==> config.mk <==
export PLATFORM = sky130hd
export DESIGN_NAME = ecc_err_status
export DESIGN_NICKNAME = d
export VERILOG_FILES = /design/src/rtl/ecc_stat_pkg.sv /design/src/rtl/err_track_fsm.sv /design/src/rtl/cap_reg.sv /design/src/rtl/ecc_cfg_regs.sv /design/src/rtl/ecc_err_status.sv
export SDC_FILE = /design/constraint.sdc
export NUM_CORES = 1
export LEC_CHECK = 0
export BUFFER_PORTS_ARGS = -buffer_cell sky130_fd_sc_hd__buf_2
export CAP_MARGIN = 0
export CORE_ASPECT_RATIO = 0.8
export CORE_MARGIN = 4
export CORE_UTILIZATION = 52
export DETAILED_ROUTE_END_ITERATION = 12
export PLACE_DENSITY = 0.81
export SYNTH_ARGS = -nofsm -noshare
export SYNTH_HDL_FRONTEND = slang
export SYNTH_HIERARCHICAL = 1
export SYNTH_SLANG_ARGS = --single-unit
==> constraint.sdc <==
create_clock -name clk -period 2.05 [get_ports clk]
set_input_delay 0.41 -clock clk [delete_from_list [all_inputs] [get_ports clk]]
set_output_delay 0.41 -clock clk [all_outputs]
set_load 0.05 [all_outputs]
==> src/rtl/ecc_stat_pkg.sv <==
package ecc_stat_pkg;

    typedef enum logic [1:0] {
        TRK_CLEAN  = 2'd0,
        TRK_SINGLE = 2'd1,
        TRK_MULTI  = 2'd2
    } trk_state_e;

    localparam int unsigned REG_AW  = 4;
    localparam int unsigned WORD_W  = 32;
    localparam int unsigned ST_W    = 8;
    localparam int unsigned N_CLASS = 3;

    // tracker index per error class
    localparam int unsigned CLS_OOR  = 0;
    localparam int unsigned CLS_CORR = 1;
    localparam int unsigned CLS_UNC  = 2;

    // register word offsets
    localparam logic [REG_AW-1:0] OFS_STATUS = 4'd0;
    localparam logic [REG_AW-1:0] OFS_MASK   = 4'd1;
    localparam logic [REG_AW-1:0] OFS_MODE   = 4'd2;
    localparam logic [REG_AW-1:0] OFS_SYN    = 4'd3;
    localparam logic [REG_AW-1:0] OFS_OA_LO  = 4'd4;
    localparam logic [REG_AW-1:0] OFS_OA_HI  = 4'd5;
    localparam logic [REG_AW-1:0] OFS_CA_LO  = 4'd6;
    localparam logic [REG_AW-1:0] OFS_CA_HI  = 4'd7;
    localparam logic [REG_AW-1:0] OFS_CD_LO  = 4'd8;
    localparam logic [REG_AW-1:0] OFS_CD_HI  = 4'd9;
    localparam logic [REG_AW-1:0] OFS_UA_LO  = 4'd10;
    localparam logic [REG_AW-1:0] OFS_UA_HI  = 4'd11;
    localparam logic [REG_AW-1:0] OFS_UD_LO  = 4'd12;
    localparam logic [REG_AW-1:0] OFS_UD_HI  = 4'd13;

    localparam logic [WORD_W-1:0] ACK_ALL  = 32'h0000_00FF;
    localparam logic [1:0]        MODE_ON  = 2'b11;
    localparam logic [ST_W-1:0]   MASK_RST = 8'hFF;

    // syndrome byte positions inside the shared syndrome word
    localparam int unsigned SYN_CORR_LSB = 16;
    localparam int unsigned SYN_UNC_LSB  = 8;

endpackage

==> src/rtl/err_track_fsm.sv <==
module err_track_fsm
    import ecc_stat_pkg::*;
(
    input  logic clk,
    input  logic rst_n,
    input  logic evt,
    input  logic ack,
    output logic single_o,
    output logic multi_o,
    output logic load_o
);

    trk_state_e state_q;
    trk_state_e state_d;

    always_comb begin
        state_d = state_q;
        unique case (state_q)
            TRK_CLEAN: begin
                if (evt) state_d = TRK_SINGLE;
            end
            TRK_SINGLE: begin
                if (ack)      state_d = evt ? TRK_SINGLE : TRK_CLEAN;
                else if (evt) state_d = TRK_MULTI;
            end
            TRK_MULTI: begin
                if (ack) state_d = evt ? TRK_SINGLE : TRK_CLEAN;
            end
            default: state_d = TRK_CLEAN;
        endcase
    end

    always_ff @(posedge clk or negedge rst_n) begin
        if (!rst_n) state_q <= TRK_CLEAN;
        else        state_q <= state_d;
    end

    always_comb begin
        single_o = 1'b0;
        multi_o  = 1'b0;
        load_o   = 1'b0;
        unique case (state_q)
            TRK_CLEAN: begin
                load_o = evt;
            end
            TRK_SINGLE: begin
                single_o = 1'b1;
                load_o   = evt && ack;
            end
            TRK_MULTI: begin
                single_o = 1'b1;
                multi_o  = 1'b1;
                load_o   = evt && ack;
            end
            default: begin
                load_o = 1'b0;
            end
        endcase
    end

endmodule

==> src/rtl/cap_reg.sv <==
module cap_reg #(
    parameter int unsigned W = 33
) (
    input  logic         clk,
    input  logic         rst_n,
    input  logic         load,
    input  logic [W-1:0] d,
    output logic [W-1:0] q
);

    always_ff @(posedge clk or negedge rst_n) begin
        if (!rst_n)    q <= '0;
        else if (load) q <= d;
    end

endmodule

==> src/rtl/ecc_cfg_regs.sv <==
module ecc_cfg_regs
    import ecc_stat_pkg::*;
#(
    parameter int unsigned ADDR_W = 33,
    parameter int unsigned DATA_W = 64,
    parameter int unsigned SYN_W  = 8
) (
    input  logic              clk,
    input  logic              rst_n,
    input  logic              reg_we,
    input  logic [REG_AW-1:0] reg_addr,
    input  logic [WORD_W-1:0] reg_wdata,
    input  logic [ST_W-1:0]   status,
    input  logic [ADDR_W-1:0] oa,
    input  logic [ADDR_W-1:0] ca,
    input  logic [DATA_W-1:0] cd,
    input  logic [SYN_W-1:0]  cs,
    input  logic [ADDR_W-1:0] ua,
    input  logic [DATA_W-1:0] ud,
    input  logic [SYN_W-1:0]  us,
    output logic [ST_W-1:0]   mask_o,
    output logic [1:0]        mode_o,
    output logic              ack_o,
    output logic [WORD_W-1:0] rdata_o
);

    localparam int unsigned AHI_W = ADDR_W - WORD_W;
    localparam int unsigned DHI_W = DATA_W - WORD_W;

    logic [WORD_W-1:0] syn_word;

    assign ack_o = reg_we && (reg_addr == OFS_STATUS) && (reg_wdata == ACK_ALL);

    always_ff @(posedge clk or negedge rst_n) begin
        if (!rst_n) begin
            mask_o <= MASK_RST;
            mode_o <= 2'b00;
        end else if (reg_we) begin
            if (reg_addr == OFS_MASK) mask_o <= reg_wdata[ST_W-1:0];
            if (reg_addr == OFS_MODE) mode_o <= reg_wdata[1:0];
        end
    end

    always_comb begin
        syn_word = '0;
        syn_word[SYN_CORR_LSB +: SYN_W] = cs;
        syn_word[SYN_UNC_LSB  +: SYN_W] = us;
    end

    always_comb begin
        rdata_o = '0;
        unique case (reg_addr)
            OFS_STATUS: rdata_o = {{(WORD_W-ST_W){1'b0}}, status};
            OFS_MASK:   rdata_o = {{(WORD_W-ST_W){1'b0}}, mask_o};
            OFS_MODE:   rdata_o = {{(WORD_W-2){1'b0}}, mode_o};
            OFS_SYN:    rdata_o = syn_word;
            OFS_OA_LO:  rdata_o = oa[WORD_W-1:0];
            OFS_OA_HI:  rdata_o = {{(WORD_W-AHI_W){1'b0}}, oa[ADDR_W-1:WORD_W]};
            OFS_CA_LO:  rdata_o = ca[WORD_W-1:0];
            OFS_CA_HI:  rdata_o = {{(WORD_W-AHI_W){1'b0}}, ca[ADDR_W-1:WORD_W]};
            OFS_CD_LO:  rdata_o = cd[WORD_W-1:0];
            OFS_CD_HI:  rdata_o = {{(WORD_W-DHI_W){1'b0}}, cd[DATA_W-1:WORD_W]};
            OFS_UA_LO:  rdata_o = ua[WORD_W-1:0];
            OFS_UA_HI:  rdata_o = {{(WORD_W-AHI_W){1'b0}}, ua[ADDR_W-1:WORD_W]};
            OFS_UD_LO:  rdata_o = ud[WORD_W-1:0];
            OFS_UD_HI:  rdata_o = {{(WORD_W-DHI_W){1'b0}}, ud[DATA_W-1:WORD_W]};
            default:    rdata_o = '0;
        endcase
    end

endmodule

==> src/rtl/ecc_err_status.sv <==
module ecc_err_status
    import ecc_stat_pkg::*;
#(
    parameter int unsigned ADDR_W = 33,
    parameter int unsigned DATA_W = 64,
    parameter int unsigned SYN_W  = 8
) (
    input  logic              clk,
    input  logic              rst_n,
    input  logic              ecc_corr_evt,
    input  logic              ecc_unc_evt,
    input  logic [ADDR_W-1:0] ecc_addr,
    input  logic [DATA_W-1:0] ecc_data,
    input  logic [SYN_W-1:0]  ecc_syn,
    input  logic              oor_evt,
    input  logic [ADDR_W-1:0] oor_addr,
    input  logic              init_done,
    input  logic              reg_we,
    input  logic [3:0]        reg_addr,
    input  logic [31:0]       reg_wdata,
    output logic [31:0]       reg_rdata,
    output logic              ecc_on,
    output logic              irq
);

    localparam int unsigned BIT_INIT = 6;
    localparam int unsigned BIT_ANY  = 7;

    logic [ST_W-1:0]    irq_mask;
    logic [1:0]         ecc_mode;
    logic               ack_all;
    logic [N_CLASS-1:0] cls_evt;
    logic [N_CLASS-1:0] cls_single;
    logic [N_CLASS-1:0] cls_multi;
    logic [N_CLASS-1:0] cls_load;
    logic               init_q;
    logic               any_q;
    logic [ST_W-1:0]    status_q;
    logic [ADDR_W-1:0]  o_addr_q;
    logic [ADDR_W-1:0]  c_addr_q;
    logic [DATA_W-1:0]  c_data_q;
    logic [SYN_W-1:0]   c_syn_q;
    logic [ADDR_W-1:0]  u_addr_q;
    logic [DATA_W-1:0]  u_data_q;
    logic [SYN_W-1:0]   u_syn_q;

    assign ecc_on = (ecc_mode == MODE_ON);

    assign cls_evt[CLS_OOR]  = oor_evt;
    assign cls_evt[CLS_CORR] = ecc_on && ecc_corr_evt;
    assign cls_evt[CLS_UNC]  = ecc_on && ecc_unc_evt;

    for (genvar g = 0; g < N_CLASS; g++) begin : g_trk
        err_track_fsm u_trk (
            .clk      (clk),
            .rst_n    (rst_n),
            .evt      (cls_evt[g]),
            .ack      (ack_all),
            .single_o (cls_single[g]),
            .multi_o  (cls_multi[g]),
            .load_o   (cls_load[g])
        );
        assign status_q[2*g]   = cls_single[g];
        assign status_q[2*g+1] = cls_multi[g];
    end

    always_ff @(posedge clk or negedge rst_n) begin
        if (!rst_n) begin
            init_q <= 1'b0;
            any_q  <= 1'b0;
        end else begin
            init_q <= init_done || (init_q && !ack_all);
            any_q  <= cls_evt[CLS_CORR] || cls_evt[CLS_UNC] || (any_q && !ack_all);
        end
    end

    assign status_q[BIT_INIT] = init_q;
    assign status_q[BIT_ANY]  = any_q;

    cap_reg #(.W(ADDR_W)) u_cap_oa (.clk(clk), .rst_n(rst_n), .load(cls_load[CLS_OOR]),
                                    .d(oor_addr), .q(o_addr_q));
    cap_reg #(.W(ADDR_W)) u_cap_ca (.clk(clk), .rst_n(rst_n), .load(cls_load[CLS_CORR]),
                                    .d(ecc_addr), .q(c_addr_q));
    cap_reg #(.W(DATA_W)) u_cap_cd (.clk(clk), .rst_n(rst_n), .load(cls_load[CLS_CORR]),
                                    .d(ecc_data), .q(c_data_q));
    cap_reg #(.W(SYN_W))  u_cap_cs (.clk(clk), .rst_n(rst_n), .load(cls_load[CLS_CORR]),
                                    .d(ecc_syn), .q(c_syn_q));
    cap_reg #(.W(ADDR_W)) u_cap_ua (.clk(clk), .rst_n(rst_n), .load(cls_load[CLS_UNC]),
                                    .d(ecc_addr), .q(u_addr_q));
    cap_reg #(.W(DATA_W)) u_cap_ud (.clk(clk), .rst_n(rst_n), .load(cls_load[CLS_UNC]),
                                    .d(ecc_data), .q(u_data_q));
    cap_reg #(.W(SYN_W))  u_cap_us (.clk(clk), .rst_n(rst_n), .load(cls_load[CLS_UNC]),
                                    .d(ecc_syn), .q(u_syn_q));

    ecc_cfg_regs #(.ADDR_W(ADDR_W), .DATA_W(DATA_W), .SYN_W(SYN_W)) u_cfg (
        .clk       (clk),
        .rst_n     (rst_n),
        .reg_we    (reg_we),
        .reg_addr  (reg_addr),
        .reg_wdata (reg_wdata),
        .status    (status_q),
        .oa        (o_addr_q),
        .ca        (c_addr_q),
        .cd        (c_data_q),
        .cs        (c_syn_q),
        .ua        (u_addr_q),
        .ud        (u_data_q),
        .us        (u_syn_q),
        .mask_o    (irq_mask),
        .mode_o    (ecc_mode),
        .ack_o     (ack_all),
        .rdata_o   (reg_rdata)
    );

    assign irq = |(status_q & ~irq_mask);

endmodule

# Yosys cells after proc, flatten, opt, wreduce, memory -nomap -nowiden
# Index checks and enable logic that the tools add are counted.
dict set report op_classes {
  n_reduce_logical 26
  bitwise_logic 2
  eq_ne 30
  muxes 28
}
# op n
set op_table {}
lappend op_table {{$pmux W32 S14} 1}
lappend op_table {{$eq A32 B8 Y1 const B} 1}
lappend op_table {{$eq A4 B4 Y1 const B} 6}
lappend op_table {{$mux W2} 12}
lappend op_table {{$pmux W2 S3} 3}
lappend op_table {{$eq A4 B3 Y1 const B} 4}
lappend op_table {{$logic_and A1 B1 Y1} 9}
lappend op_table {{$mux W1} 9}
lappend op_table {{$reduce_and A3 Y1} 3}
lappend op_table {{$and A8 B8 Y8} 1}
lappend op_table {{$eq A2 B2 Y1 const B} 4}
lappend op_table {{$eq A4 B2 Y1 const B} 2}
lappend op_table {{$ne A2 B2 Y1 const B} 4}
lappend op_table {{$not A8 Y8} 1}
lappend op_table {{$reduce_or A8 Y1} 1}
lappend op_table {{$eq A2 B1 Y1 const B} 3}
lappend op_table {{$logic_not A2 Y1} 3}
lappend op_table {{$ne A3 B2 Y1 const B} 2}
lappend op_table {{$pmux W1 S2} 3}
lappend op_table {{$reduce_or A2 Y1} 3}
lappend op_table {{$eq A4 B1 Y1 const B} 1}
lappend op_table {{$logic_not A4 Y1} 1}
lappend op_table {{$ne A2 B1 Y1 const B} 2}
lappend op_table {{$reduce_and A2 Y1} 2}
lappend op_table {{other kinds (3)} 5}
dict set report word_totals {
  output_inout_bits 34
  register_bits 261
  word_cells 100
}

# Logic depth before layout (Yosys ltp)
dict set report depth {
  depth_word 6
  ltp_mapped 10
  ltp_nobuf 7
}

# Hierarchy
# The synthesis kept the hierarchy.
# mod n_inst cells_per_inst area_per_inst_um2 seq_area_each_um2
set by_module_without_submodules {}
lappend by_module_without_submodules {{cap_reg (u_cap_cd ...)} 2 135 2678.8 1601.5}
lappend by_module_without_submodules {{cap_reg (u_cap_ca ...)} 3 70 1381.3 825.8}
lappend by_module_without_submodules {ecc_cfg_regs 1 302 2408.6 260.2}
lappend by_module_without_submodules {{cap_reg (u_cap_cs ...)} 2 17 331.6 200.2}
lappend by_module_without_submodules {err_track_fsm 3 22 198.9 50.0}
lappend by_module_without_submodules {ecc_err_status 1 21 148.9 50.0}

# Least setup slack after synthesis
# OpenSTA, ideal clock, no wires.
dict set report synth_timing {
  path_kind {input to register}
  from {in reg_wdata[24]}
  to {reg u_cap_cd.q[10]}
  t_required_ns 1.925
  setup_time_ns 0.125
  setup_slack_ns -1.460
  path_stages 9
  arrival_ns 3.385
  path_cell_list {or4b_1 > nor4_1 > nand3_1 > nor3_1 > a21oi_1 > nor3b_1 > buf_6 > buf_12 > mux2_4}
}
dict set report synth_between {
  elab_chain_len 4
}
# item line_no
set synth_lines {}
lappend synth_lines {{start: declaration} ecc_err_status.sv:20} ;# input logic [31:0] reg_wdata,
lappend synth_lines {{$eq A32 B8 Y1} ecc_cfg_regs.sv:32} ;# assign ack_o = reg_we && (reg_addr == OFS_STATUS) && (reg_wdata == ACK_ALL);
lappend synth_lines {{$logic_and A1 B1 Y1} ecc_cfg_regs.sv:32}
lappend synth_lines {{named net ack_all} ecc_err_status.sv:31} ;# logic ack_all;
lappend synth_lines {{$logic_and A1 B1 Y1} {err_track_fsm.sv:48, err_track_fsm.sv:53}}
lappend synth_lines {{$pmux W1 S2} err_track_fsm.sv:42} ;# unique case (state_q)
lappend synth_lines {{named net cls_load[1]} ecc_err_status.sv:35} ;# logic [N_CLASS-1:0] cls_load;
lappend synth_lines {{end signal: assignment} cap_reg.sv:12} ;# if (!rst_n) q <= '0;
lappend synth_lines {{end signal: assignment} cap_reg.sv:13} ;# else if (load) q <= d;
lappend synth_lines {{end: declaration} cap_reg.sv:8} ;# output logic [W-1:0] q
# The timed path passes the listed nets, and every way through them passes these cells.
# A chain may end at the register's enable or synchronous reset.

# Worst setup path in the final report
dict set report layout_timing {
  from {in reg_addr[1]}
  to {out reg_rdata[5]}
}
dict set report layout_between {
  elab_chain_len 2
  elab_cells_between_ends 15
  cone_classes {eq/ne (13); mux (1); reduce/logical (1)}
}
# item line_no
set layout_lines {}
lappend layout_lines {{start: declaration} ecc_err_status.sv:19} ;# input logic [3:0] reg_addr,
lappend layout_lines {{$eq A4 B4 Y1 (tied with other cells)} ecc_cfg_regs.sv:52} ;# unique case (reg_addr)
lappend layout_lines {{$pmux W32 S14 *} ecc_cfg_regs.sv:52}
lappend layout_lines {{end: declaration} ecc_err_status.sv:21} ;# output logic [31:0] reg_rdata,
# Every way passes the cells marked *; elsewhere a longest branch is shown, timed or not.

==> results.toml <==
[route]
drt_iter0_drc = 1175
vias = 10600
wl_mm = 49.5
ant_nets = 0
first_pass_iters = 8
vias_per_cell = 6.41
wire_per_inst_um = 30.0
drc = 0

[global_route]
grt_max_degree = 81
track_usage_pct = 29.5
antenna_found_initial = 4
grt_overflow = 0
grt_pass1_wl_mm = 64.3
grt_pass1_vias = 10700

[timing]
slew_headroom_pct = 54.3
holdWs_ns = 0.0906
finalMaxSlewViolations = 0
setup_ws_ns = -0.599
skew_ns = 0.0177
finalSetupViolCount = 281
final.period_utilization_pct = 129
min_period_ns = 2.65
rsz0062_at_grt = "yes"
tightest_slew_ns = 0.686
hold_viol = 0
max_freq_ghz = 0.377

[clock_network]
path_clk_slew_ns = 0.07
cts_tree = "built"
ctsLongestPathBuffers = 3
h-tree-depth = 1
clock_latency_ns = 0.55
cts.sinks = 261
cts-root-buf = "clkbuf_16"
numCtsBuffers = 26

[worst_setup_path]
critPathKind = "in2out"
rr_worst_depth = 9
reg2reg_from = "g_trk[1].u_trk/state_q[1]"
r2r-end = "u_cap_ca/q[15]"
start_kind = "input port"
arrival_ns = 2.24
cp_max_fo = 4
regToRegSetupSlack_ns = -0.12
cp-end-kind = "output port"
crit_required_ns = 1.64

[yosys]
synth_edf_count = 0
netlist_area_mm2 = 0.0133
synth_commonest_cells = "253 x dfrtp_1, 226 x mux2_4, 34 x a22oi_1"
avgSynthCellArea_um2 = 14.7
async_flop_share_pct = 100
synth_warnings = 6
synthesis.nets = 1099
yosys.area.top_type = "dfrtp_1"
synth_ff_type = "dfrtp_1"
synth_top_area_share_pct = 47.5
yosys-top-cells-area = "dfrtp_1 48%, mux2_4 25%, buf_12 3.2%, mux2_2 2.5%, a22oi_1 1.9%"
synthMostInstantiatedCell = "dfrtp_1"
ys_ff_latch = 261
netlist-cell-type-count = 60
ys_seq_area_share_pct = 49.1
syn_inst = 903

[cells_and_area]
nets = 1497
final_layout_size_suffix_gt1_share_pct = 64.7
fill_cells = 1407
final_core_util_pct = 74.5
area_growth_pct = 41.2
stdcell_count = 1648
design_area_mm2 = 0.0188

[place]
gp_congestion = 0.853
dpl_worst_slack_ns = -0.929
io_buffer_count = 214
dp_hpwl_mm = 26.6
dpl_cell_area_mm2 = 0.0154
dp.cells = 1497

[floorplanning]
initial_core_util_pct = 52.8
fp-row-count = 52
die_area_mm2 = 0.0283
core_area_mm2 = 0.0252
dieWidth_um = 187
io_pins = 215
die_y_um = 151

[worst_hold_path]
worstHoldStart = "oor_addr[5]"
hold_class = "in2reg"
min_to = "u_cap_oa/q[5]"
hold_depth = 2

[power]
ir_worst_vdd_uv = 1050
powerDensity_mw_per_mm2 = 1260
leakagePower_uw = 0.00885

[run]
max_cap_viol_count = 0

[outcome]
violations = "negative setup slack"
status = "finished with violations"
stage by stage:
step           total power [uW]  setup TNS, ns
2_1_floorplan             14500        -193.83
3_5_place_dp              16400        -229.97
4_1_cts                   22300         -91.52
6_report                  23800        -104.32
3_3_place_gp              16000        -222.68
5_1_grt                   24500        -128.58
metal layers:
| metal | vias up | GRT usage [%] | routed length, um | share of wire, % |
|---|---|---|---|---|
| met5 | - | 0 | 40 | 0.081 |
| met4 | 6 | 10.6 | 2630 | 5.3 |
| met3 | 199 | 7.67 | 4410 | 8.9 |
| met2 | 741 | 49.3 | 23800 | 48 |
| met1 | 5416 | 37.8 | 18600 | 38 |
| li1 | 4204 | - | - | - |
cell families after synthesis:
group / share of synthesized area, %
mux: 29.1
flops: 49.1
compound gates: 8.68
simple gates: 5.62
buf+inv: 6.05
fa+ha+maj: 1.41
worst max-delay path: stages:
cell and delay (ns):
buf_12 0.11, buf_12 0.13, nor4bb_4 0.15, buf_4 0.15, buf_8 0.13, buf_6 0.11
a222oi_1 0.62, nand3_2 0.22, buf_8 0.20
sequential cells by signal (all words and copies together), names as in the netlist:
signal and cells:
any_q 1, g_trk.u_trk/state_q 6, init_q 1, u_cap_ca/q 33, u_cap_cd/q 64, u_cap_cs/q 8
u_cap_oa/q 33, u_cap_ua/q 33, u_cap_ud/q 64, u_cap_us/q 8, u_cfg/mask_o 8, u_cfg/mode_o 2
worst max path at each step:
| stage | from | endpoint | slack (ns) |
|---|---|---|---|
| finish | reg_addr[1] | reg_rdata[5] | -0.60 |
| global route | reg_wdata[13] | u_cap_ud/q[55] | -0.58 |
| CTS | g_trk[1].u_trk/state_q[1] | irq | -0.45 |
| detailed placement | reg_wdata[24] | u_cap_ua/q[3] | -0.93 |
| global placement | reg_wdata[24] | u_cap_cd/q[1] | -0.89 |
| floorplan | reg_wdata[24] | u_cap_cd/q[10] | -0.85 |
cell type report:
class,count,area (um^2),area share (%)
well taps,324,405,2.16
clock buffers,35,766,4.07
inverters,25,93.8,0.499
multi-input cells,555,6680,35.5
flip-flops and latches,261,6540,34.8
clock inverters,13,97.6,0.519
repair buffers,432,4220,22.4
diodes,3,7.51,0.0399
power by group:
group          internal, uW  leakage, uW  switching (uW)  total, uW
combinational          5550      0.00524            3670       9220
sequential             7630      0.00317            1980       9610
clock                  2750     0.000440            2170       4920
total                 15900      0.00885            7820      23800
cell usage in the layout, fill, tap and decap left out, drive strengths merged, types with 4 or more instances in the layout:
master,count
mux2,255
dfrtp,253
a222oi,19
mux2i,16
dfstp,8
nor2b,9
a22o,14
nand3,28
nor3b,4
and2b,5
ha,15
a22oi,34
a32o,11
a32oi,6
nor4,5
nor3,4
o21ai,10
clkbuf,48
clkinv,11
nand2,29
buf,417
a21oi,11
and3,5
a221oi,10
inv,26
o2bb2ai,4
nand4,5
o22ai,7
nor2,8
o211ai,4
repair_timing:
item                       4_1_cts  5_1_grt
setup endpoints to repair      277      282
resized for setup              224      130
hold buffers                     1        0
hold endpoints to repair       173        0
buffers inserted                49       37
pin swaps                       74       66
gates cloned                    14       14
Power figures use the tool's default switching activity.
